--- config.mk ---
export PLATFORM = sky130hd
export DESIGN_NAME = prot_unit
export DESIGN_NICKNAME = d
export VERILOG_FILES = /design/src/rtl/prot_pkg.sv /design/src/rtl/prot_region_file.sv /design/src/rtl/prot_range_match.sv /design/src/rtl/prot_probe_fsm.sv /design/src/rtl/prot_unit.sv
export SDC_FILE = /design/constraint.sdc
export NUM_CORES = 2
export LEC_CHECK = 0
export BUFFER_PORTS_ARGS = -buffer_cell sky130_fd_sc_hd__buf_2
export CAP_MARGIN = 10
export CELL_PAD_IN_SITES_DETAIL_PLACEMENT = 1
export CELL_PAD_IN_SITES_GLOBAL_PLACEMENT = 1
export CORE_MARGIN = 3
export CORE_UTILIZATION = 40
export CTS_CLUSTER_DIAMETER = 120
export CTS_CLUSTER_SIZE = 40
export DETAILED_ROUTE_END_ITERATION = 12
export PLACE_DENSITY_LB_ADDON = 0.12
export SKIP_LAST_GASP = 1
export SYNTH_ARGS = -nofsm -noshare
export SYNTH_HDL_FRONTEND = slang
export SYNTH_SLANG_ARGS = --single-unit
--- constraint.sdc ---
create_clock -name clk -period 7.29 [get_ports clk]
set_clock_uncertainty 0.05 [all_clocks]
set_input_delay 1.0935 -clock clk [delete_from_list [all_inputs] [get_ports clk]]
set_output_delay 1.0935 -clock clk [all_outputs]
set_load 0.005 [all_outputs]
--- src/rtl/prot_pkg.sv ---
package prot_pkg;
    localparam int DATA_W   = 32;
    localparam int GRAN_W   = 5;
    localparam int BLK_W    = DATA_W - GRAN_W;
    localparam int ATTR_W   = 12;
    localparam int IDXF_W   = 8;

    localparam logic [2:0] RS_ENABLE = 3'd0;
    localparam logic [2:0] RS_BUILD  = 3'd1;
    localparam logic [2:0] RS_INDEX  = 3'd2;
    localparam logic [2:0] RS_START  = 3'd3;
    localparam logic [2:0] RS_END    = 3'd4;
    localparam logic [2:0] RS_ATTR   = 3'd5;
    localparam logic [2:0] RS_PROBE  = 3'd6;

    localparam int AB_VALID = 0;
    localparam int AB_KBASE = 1;
    localparam int AB_UBASE = 4;
    localparam int SID_BIT  = 16;

    typedef enum logic [1:0] {
        AK_READ  = 2'd0,
        AK_WRITE = 2'd1,
        AK_EXEC  = 2'd2,
        AK_RSVD  = 2'd3
    } acc_kind_e;

    typedef enum logic {
        PB_IDLE = 1'b0,
        PB_LOOK = 1'b1
    } probe_st_e;
endpackage

--- src/rtl/prot_region_file.sv ---
module prot_region_file #(
    parameter int NREG   = 8,
    parameter int BLK_W  = 27,
    parameter int ATTR_W = 12
) (
    input  logic                             clk,
    input  logic                             rst_n,
    input  logic                             wr_start,
    input  logic                             wr_end,
    input  logic                             wr_attr,
    input  logic [7:0]                       sel,
    input  logic [31:0]                      wdata,
    output logic [NREG-1:0][BLK_W-1:0]       start_q,
    output logic [NREG-1:0][BLK_W-1:0]       end_q,
    output logic [NREG-1:0][ATTR_W-1:0]      attr_q,
    output logic [NREG-1:0]                  sid_q
);
    for (genvar g = 0; g < NREG; g++) begin : g_reg
        logic hit_sel;
        assign hit_sel = (sel == 8'(g));

        always_ff @(posedge clk or negedge rst_n) begin
            if (!rst_n) begin
                start_q[g] <= '0;
                end_q[g]   <= '0;
                attr_q[g]  <= '0;
                sid_q[g]   <= 1'b0;
            end else if (hit_sel) begin
                if (wr_start) start_q[g] <= wdata[31 -: BLK_W];
                if (wr_end)   end_q[g]   <= wdata[31 -: BLK_W];
                if (wr_attr) begin
                    attr_q[g] <= wdata[ATTR_W-1:0];
                    sid_q[g]  <= wdata[prot_pkg::SID_BIT];
                end
            end
        end
    end
endmodule

--- src/rtl/prot_range_match.sv ---
module prot_range_match #(
    parameter int NREG  = 8,
    parameter int BLK_W = 27,
    localparam int IDX_W = (NREG > 1) ? $clog2(NREG) : 1
) (
    input  logic [BLK_W-1:0]            blk,
    input  logic [NREG-1:0][BLK_W-1:0]  start_q,
    input  logic [NREG-1:0][BLK_W-1:0]  end_q,
    input  logic [NREG-1:0]             valid,
    output logic                        none,
    output logic                        multi,
    output logic [IDX_W-1:0]            idx
);
    logic [NREG-1:0] hit;

    for (genvar g = 0; g < NREG; g++) begin : g_cmp
        assign hit[g] = valid[g] && (start_q[g] <= blk) && (blk <= end_q[g]);
    end

    always_comb begin
        logic found;
        found = 1'b0;
        multi = 1'b0;
        idx   = '0;
        for (int i = 0; i < NREG; i++) begin
            if (hit[i]) begin
                if (found) multi = 1'b1;
                else idx = IDX_W'(i);
                found = 1'b1;
            end
        end
        none = !found;
    end

    always_comb begin
        assert (!(none && multi)) else $error("p_none_vs_multi_r5");
    end
endmodule

--- src/rtl/prot_probe_fsm.sv ---
module prot_probe_fsm #(
    parameter int NREG  = 8,
    parameter int BLK_W = 27,
    localparam int IDX_W = (NREG > 1) ? $clog2(NREG) : 1
) (
    input  logic              clk,
    input  logic              rst_n,
    input  logic              probe_wr,
    input  logic              idx_wr,
    input  logic [31:0]       wdata,
    input  logic              m_none,
    input  logic              m_multi,
    input  logic [IDX_W-1:0]  m_idx,
    output logic [BLK_W-1:0]  look_blk,
    output logic [7:0]        index_q,
    output logic              nomatch_q,
    output logic              multi_q
);
    import prot_pkg::*;

    probe_st_e st, st_nx;

    always_ff @(posedge clk or negedge rst_n) begin
        if (!rst_n) st <= PB_IDLE;
        else        st <= st_nx;
    end

    always_comb begin
        st_nx = st;
        unique case (st)
            PB_IDLE: if (probe_wr) st_nx = PB_LOOK;
            PB_LOOK: begin
                if (idx_wr)        st_nx = PB_IDLE;
                else if (probe_wr) st_nx = PB_LOOK;
                else               st_nx = PB_IDLE;
            end
            default: st_nx = PB_IDLE;
        endcase
    end

    always_ff @(posedge clk or negedge rst_n) begin
        if (!rst_n) begin
            look_blk  <= '0;
            index_q   <= '0;
            nomatch_q <= 1'b0;
            multi_q   <= 1'b0;
        end else begin
            if (probe_wr) look_blk <= wdata[31 -: BLK_W];
            if (idx_wr) begin
                index_q   <= wdata[7:0];
                nomatch_q <= 1'b0;
                multi_q   <= 1'b0;
            end else if (st == PB_LOOK && !probe_wr) begin
                nomatch_q <= m_none;
                multi_q   <= m_multi;
                index_q   <= (m_none || m_multi) ? 8'd0 : 8'(m_idx);
            end
        end
    end

    p_probe_start_r4: assert property (@(posedge clk) disable iff (!rst_n)
        (st == PB_IDLE && probe_wr) |=> (st == PB_LOOK));
    p_look_done_r4: assert property (@(posedge clk) disable iff (!rst_n)
        (st == PB_LOOK && !probe_wr) |=> (st == PB_IDLE));
    p_flags_excl_r5: assert property (@(posedge clk) disable iff (!rst_n)
        $onehot0({nomatch_q, multi_q}));
    p_idx_clear_r6: assert property (@(posedge clk) disable iff (!rst_n)
        idx_wr |=> (!nomatch_q && !multi_q && index_q == $past(wdata[7:0])));
endmodule

--- src/rtl/prot_unit.sv ---
module prot_unit #(
    parameter int NREG = 8,
    localparam int IDX_W = (NREG > 1) ? $clog2(NREG) : 1
) (
    input  logic              clk,
    input  logic              rst_n,
    input  logic              cfg_we,
    input  logic [2:0]        cfg_sel,
    input  logic [31:0]       cfg_wdata,
    output logic [31:0]       cfg_rdata,
    input  logic              acc_valid,
    input  logic [31:0]       acc_addr,
    input  logic [1:0]        acc_kind,
    input  logic              acc_user,
    output logic              chk_done,
    output logic              chk_allow,
    output logic              chk_multi,
    output logic              chk_hit,
    output logic [IDX_W-1:0]  chk_region
);
    import prot_pkg::*;

    logic [NREG-1:0][BLK_W-1:0]  start_q, end_q;
    logic [NREG-1:0][ATTR_W-1:0] attr_q;
    logic [NREG-1:0]             sid_q, valid;
    logic [ATTR_W-1:0]           dflt_q;
    logic [7:0]                  index_q;
    logic                        nomatch_q, multi_q;
    logic [BLK_W-1:0]            look_blk;
    logic                        p_none, p_multi, a_none, a_multi;
    logic [IDX_W-1:0]            p_idx, a_idx;
    logic                        sel_ok;
    logic [IDX_W-1:0]            sel_i;

    logic wr_en, wr_idx, wr_start, wr_end, wr_attr, wr_probe;
    assign wr_en    = cfg_we && (cfg_sel == RS_ENABLE);
    assign wr_idx   = cfg_we && (cfg_sel == RS_INDEX);
    assign wr_start = cfg_we && (cfg_sel == RS_START);
    assign wr_end   = cfg_we && (cfg_sel == RS_END);
    assign wr_attr  = cfg_we && (cfg_sel == RS_ATTR);
    assign wr_probe = cfg_we && (cfg_sel == RS_PROBE);

    for (genvar g = 0; g < NREG; g++) begin : g_valid
        assign valid[g] = attr_q[g][AB_VALID];
    end

    always_ff @(posedge clk or negedge rst_n) begin
        if (!rst_n)     dflt_q <= '0;
        else if (wr_en) dflt_q <= cfg_wdata[ATTR_W-1:0];
    end

    prot_region_file #(.NREG(NREG), .BLK_W(BLK_W), .ATTR_W(ATTR_W)) u_regs (
        .clk(clk), .rst_n(rst_n),
        .wr_start(wr_start), .wr_end(wr_end), .wr_attr(wr_attr),
        .sel(index_q), .wdata(cfg_wdata),
        .start_q(start_q), .end_q(end_q), .attr_q(attr_q), .sid_q(sid_q)
    );

    prot_range_match #(.NREG(NREG), .BLK_W(BLK_W)) u_probe_match (
        .blk(look_blk), .start_q(start_q), .end_q(end_q), .valid(valid),
        .none(p_none), .multi(p_multi), .idx(p_idx)
    );

    prot_range_match #(.NREG(NREG), .BLK_W(BLK_W)) u_acc_match (
        .blk(acc_addr[31 -: BLK_W]), .start_q(start_q), .end_q(end_q),
        .valid(valid), .none(a_none), .multi(a_multi), .idx(a_idx)
    );

    prot_probe_fsm #(.NREG(NREG), .BLK_W(BLK_W)) u_probe (
        .clk(clk), .rst_n(rst_n), .probe_wr(wr_probe), .idx_wr(wr_idx),
        .wdata(cfg_wdata), .m_none(p_none), .m_multi(p_multi), .m_idx(p_idx),
        .look_blk(look_blk), .index_q(index_q), .nomatch_q(nomatch_q),
        .multi_q(multi_q)
    );

    assign sel_ok = ({24'd0, index_q} < NREG);
    assign sel_i  = index_q[IDX_W-1:0];

    always_comb begin
        cfg_rdata = '0;
        case (cfg_sel)
            RS_ENABLE: cfg_rdata = {{(DATA_W-ATTR_W){1'b0}}, dflt_q};
            RS_BUILD:  cfg_rdata = {16'd0, 8'(NREG), 8'd0};
            RS_INDEX:  cfg_rdata = {multi_q, nomatch_q, 22'd0, index_q};
            RS_START:  if (sel_ok) cfg_rdata = {start_q[sel_i], {GRAN_W{1'b0}}};
            RS_END:    if (sel_ok) cfg_rdata = {end_q[sel_i], {GRAN_W{1'b0}}};
            RS_ATTR:   if (sel_ok) cfg_rdata = {15'd0, sid_q[sel_i], 4'd0, attr_q[sel_i]};
            default:   cfg_rdata = '0;
        endcase
    end

    logic [ATTR_W-1:0] eff_attr;
    logic              need_ok;
    always_comb begin
        eff_attr = a_none ? dflt_q : attr_q[a_idx];
        if (acc_kind == AK_RSVD) need_ok = 1'b0;
        else need_ok = eff_attr[(acc_user ? AB_UBASE : AB_KBASE) + int'(acc_kind)];
    end

    always_ff @(posedge clk or negedge rst_n) begin
        if (!rst_n) begin
            chk_done   <= 1'b0;
            chk_allow  <= 1'b0;
            chk_multi  <= 1'b0;
            chk_hit    <= 1'b0;
            chk_region <= '0;
        end else begin
            chk_done <= acc_valid;
            if (acc_valid) begin
                chk_multi  <= a_multi;
                chk_hit    <= !a_none && !a_multi;
                chk_region <= a_idx;
                chk_allow  <= !a_multi && need_ok;
            end
        end
    end

    p_chk_latency_r13: assert property (@(posedge clk) disable iff (!rst_n)
        acc_valid |=> chk_done);
    p_chk_no_spurious_r13: assert property (@(posedge clk) disable iff (!rst_n)
        !acc_valid |=> !chk_done);
    p_multi_denies_r10: assert property (@(posedge clk) disable iff (!rst_n)
        (chk_done && chk_multi) |-> (!chk_allow && !chk_hit));
endmodule

==> results by stage <==
Drt:
- The final route contains ~39k vias.
- The total wirelength of the detailed-routed design is 184,300 um.
- The first detailed-routing pass took 7 iterations.
- The detail route stage leaves a number of antenna-violating nets equal to 0.
- In the routed design, unresolved DRC markers number 0.
- The number of DRC markers in iteration 0 is 2,870.
- After detailed routing, the average wire length per cell comes to 29.97 um.
- Dividing the detail-routed via count by the number of cells gives 6.264.

GRT:
- The number of antenna violations at the first check in global routing is 4.
- The number of global-route vias before repair is 39.90k.
- The aggregate global routing overflow is 0.
- The first global-routing pass estimated 269,800 um of wire.
- Across every metal layer, demand over resource in global routing totals 0.2984.
- The pin count of the biggest net entering global routing is 150.

Setup path:
- The worst setup path is launched from a flop.
- For the worst setup path, the data arrival time is approximately 6.6 ns.
- At the worst endpoint, the required time is 7.82 ns.
- The critical path in this run is classified as reg -> reg.
- The worst setup path is captured at a flop.
- The maximum fanout encountered on the critical timing path is 9.

Die:
- In this run the vertical extent of the chip is around 350 um.
- From left edge to right edge, the die measures 350.7 um.
- The die covers 123,000 sq um.
- After floorplanning, the core was divided into 125 placement rows.
- The number of top-level pins is 113.
- In this run the standard cell core region covers about 120,000 sq um.
- The initial core utilization is 0.4062.

STA:
- The post-route minimum period is 6.047 ns.
- The peak clock frequency supported by timing is between 150 and 200 MHz.
- Setup repair after global routing left no endpoint under its margin.
- The number of setup violations in the final report is 0.
- The total count of hold-check failures in the final report is 0.
- In the finished design, the share of the clock period the worst path needs comes to 0.8295.
- The total count of max-transition violations in the final report was 0.
- Hold timing on the final database bottoms out at a slack of 0.3825 ns.
- The transition time at the pin with the least slew margin is 1.255 ns.
- The accumulated negative setup slack is 0 ns.
- The worst-case headroom to the max-slew limit is 0.1631.
- The worst-case setup margin in the final layout is 1.243 ns.

Yosys:
- By count the netlist is led by 866 x sky130_fd_sc_hd__ha_1, 593 x sky130_fd_sc_hd__dfrtp_1, 476 x sky130_fd_sc_hd__mux2_2.
- In this run, synthesis produced a sequential element count of 593.
- The XOR/XNOR share of the synthesized area is 0.
- The area share of and/or/nand/nor cells after synthesis is 0.09700.
- The synthesized netlist occupies a cell area of about 48,000 sq um.
- The proportion of synthesized chip area in sequential cells is 0.3123.
- When the netlist entered floorplanning its net count stood at 5,466.
- After synthesis, the largest family of logic cells by area is adder cells.
- The mean post-synth cell area is about 10 sq um.
- The most instantiated flip-flop cell in the synthesis netlist is sky130_fd_sc_hd__dfrtp_1.
- In this run, synthesis inferred 0 flip-flops with an integrated enable.
- By area the synthesized netlist is led by sky130_fd_sc_hd__dfrtp_1 31%, sky130_fd_sc_hd__ha_1 23%, sky130_fd_sc_hd__mux2_2 11%.
- The most common cell in the synthesized netlist is sky130_fd_sc_hd__ha_1.
- The share of synthesized area in the top cell type comes to 0.3123.
- The share of the synthesized area in compound gates (AO/OA/AOI/OAI) is 0.1316.
- The synthesized instance count is 4,526.
- The proportion of synthesized area in mux cells is 0.1933.
- The unique cell type count in the Yosys netlist is 82.
- Of all cell types, the one taking the most synthesized area is sky130_fd_sc_hd__dfrtp_1.
- Yosys printed 0 warnings.
- The area share of fa/ha/maj cells after synthesis is 0.2282.
- In the synthesized netlist the async set-or-reset flop fraction comes to 1.000.

Power:
- The power per cell area is 282.4 nW/um^2.
- The worst ir drop on vdd is 0.2094 mV.
- The standby leakage power is roughly 25 nW.

Finish:
- In the final layout, flip-flops and latches occupy approximately 15,000 sq um.
- The final instance area is 51,590 sq um.
- The number of fillers in the final layout is roughly 13k.
- The multi-input gate area in the final layout is roughly 31,000 sq um.
- The total number of nets in the final design is 5,532.
- The fraction of layout instances using a drive strength above 1 is 0.1981.
- The area growth from synthesis to layout is 8.579%.

Clock network:
- The number of setup buffers added after CTS is 0.
- In this run the number of H-tree levels came out at 2.
- The TritonCTS clock tree is done.
- In this run the deepest clock path goes through 3 buffers.
- The number of sinks driven by the clock tree is slightly below 600.
- The source-to-sink clock delay at the later pin of the worst-skew pair is 0.66 ns.
- After clock tree synthesis, the clock-pin slew on the worst setup and hold paths is ~0.12 ns.
- The root buffer cell is sky130_fd_sc_hd__clkbuf_16.
- The number of hold buffers added after CTS was 0.
- Clock tree synthesis inserted a total of 34 buffers.
- In this run, post-CTS repair resized a total of 0 instances.

Job:
- The count of max-cap constraint violations is 0.

Place:
- The wire-length estimate of the detail-placed layout is 145,700 um.
- The placed instance area is 50,150 sq um.
- The congestion estimate from routability-driven global placement came to ~0.93.
- The placement-stage worst setup slack is 0.8727 ns.
- Input and output buffers added on the ports amount to 107.

Outcome:
- The flow ran to the end, and the final reports show no timing, DRC or antenna violations.

Worst hold path:
- In this run the worst hold path is classified as in -> async.
==> layout make-up <==
cell class	count	share of cell area
multi-input combinational	3464	0.6003
sequential	593	0.2878
tap	1524	0.03696
timing repair buffer	198	0.02503
inverter	301	0.02190
clock buffer	37	0.01795
clock inverter	25	0.009846
antenna	5	0.0002425
==> kinds of logic after synthesis <==
kind of cell | Yosys count
flip-flops | 593
AO/OA/AOI/OAI | 977
buffers and inverters | 469
multiplexers | 688
AND/OR/NAND/NOR | 932
adder cells (fa/ha/maj) | 867
==> through the flow <==
step / cells / total power [mW] / utilization
after floorplan: 4526 / 9.200 / -
after global placement: 6080 / 11.64 / 0.4287
after detailed placement: 6080 / 11.88 / 0.4287
after CTS: 6142 / 14.60 / 0.4409
after global routing: 6144 / 15.58 / 0.4410
final: 6147 / 14.57 / 0.4410
==> sequential cells by signal, indices dropped and copies added (netlist names) <==
name and flops:
u_probe.look_blk 27, u_probe.st 1, u_regs.sid_q 8, chk_hit 1, u_regs.attr_q 96, chk_region 3, chk_multi 1, chk_done 1
u_probe.multi_q 1, dflt_q 12, chk_allow 1, u_regs.end_q 216, u_probe.index_q 8, u_regs.start_q 216, u_probe.nomatch_q 1
==> where the power goes <==
part / switching [mW] / total, mW / internal, mW
registers: 0.918 / 4.89 / 3.97
logic: 3.99 / 7.02 / 3.03
clock network: 1.53 / 2.66 / 1.13
total: 6.44 / 14.6 / 8.13
==> layer usage <==
metal  share of wire  vias to the layer above  GRT usage
met1            0.46                    20320     0.4222
met3           0.051                      140    0.04000
met5               0                        -          0
li1                -                    17250          -
met4           0.025                        0    0.07049
met2            0.46                      795     0.4838
==> cells in the final DEF (no fill, tap or decap), types with 135 or more instances in the layout <==
cell / instances
sky130_fd_sc_hd__o21ai_0: 261
sky130_fd_sc_hd__a21oi_1: 226
sky130_fd_sc_hd__ha_1: 866
sky130_fd_sc_hd__mux2_2: 476
sky130_fd_sc_hd__nand2_1: 277
sky130_fd_sc_hd__nand4_1: 152
sky130_fd_sc_hd__nor2_1: 153
sky130_fd_sc_hd__dfrtp_1: 590
sky130_fd_sc_hd__mux4_2: 135
sky130_fd_sc_hd__inv_1: 300
==> critical path, cell delays in order (launching register included) <==
cell and delay [ns]:
sky130_fd_sc_hd__dfrtp_1 0.75, sky130_fd_sc_hd__inv_1 0.44, sky130_fd_sc_hd__ha_1 0.45, sky130_fd_sc_hd__and3_1 0.21
sky130_fd_sc_hd__nand4_1 0.22, sky130_fd_sc_hd__o21bai_1 0.25, sky130_fd_sc_hd__a2111oi_1 0.86, sky130_fd_sc_hd__o21ai_0 0.42
sky130_fd_sc_hd__o211a_1 0.30, sky130_fd_sc_hd__nor3_1 0.40, sky130_fd_sc_hd__a21bo_2 0.27, sky130_fd_sc_hd__a211oi_1 0.55
sky130_fd_sc_hd__or4b_2 0.65, sky130_fd_sc_hd__a21oi_1 0.15
==> worst paths after layout <==
check                      cells past startpoint                  to  slack (ns)                  from
setup / recovery                              13  u_probe.index_q[0]        1.24  u_probe.look_blk[18]
hold / removal                                 1   u_regs.attr_q[13]        0.38                 rst_n
setup reg to reg                              13  u_probe.index_q[0]        1.24  u_probe.look_blk[18]
hold reg to reg                                1           chk_multi        0.44             chk_multi
max in group asynchronous                      2  u_regs.start_q[22]        5.22                 rst_n
min in group clk                               1           chk_multi        0.44             chk_multi
No activity file was read; power rests on OpenSTA's default activity.
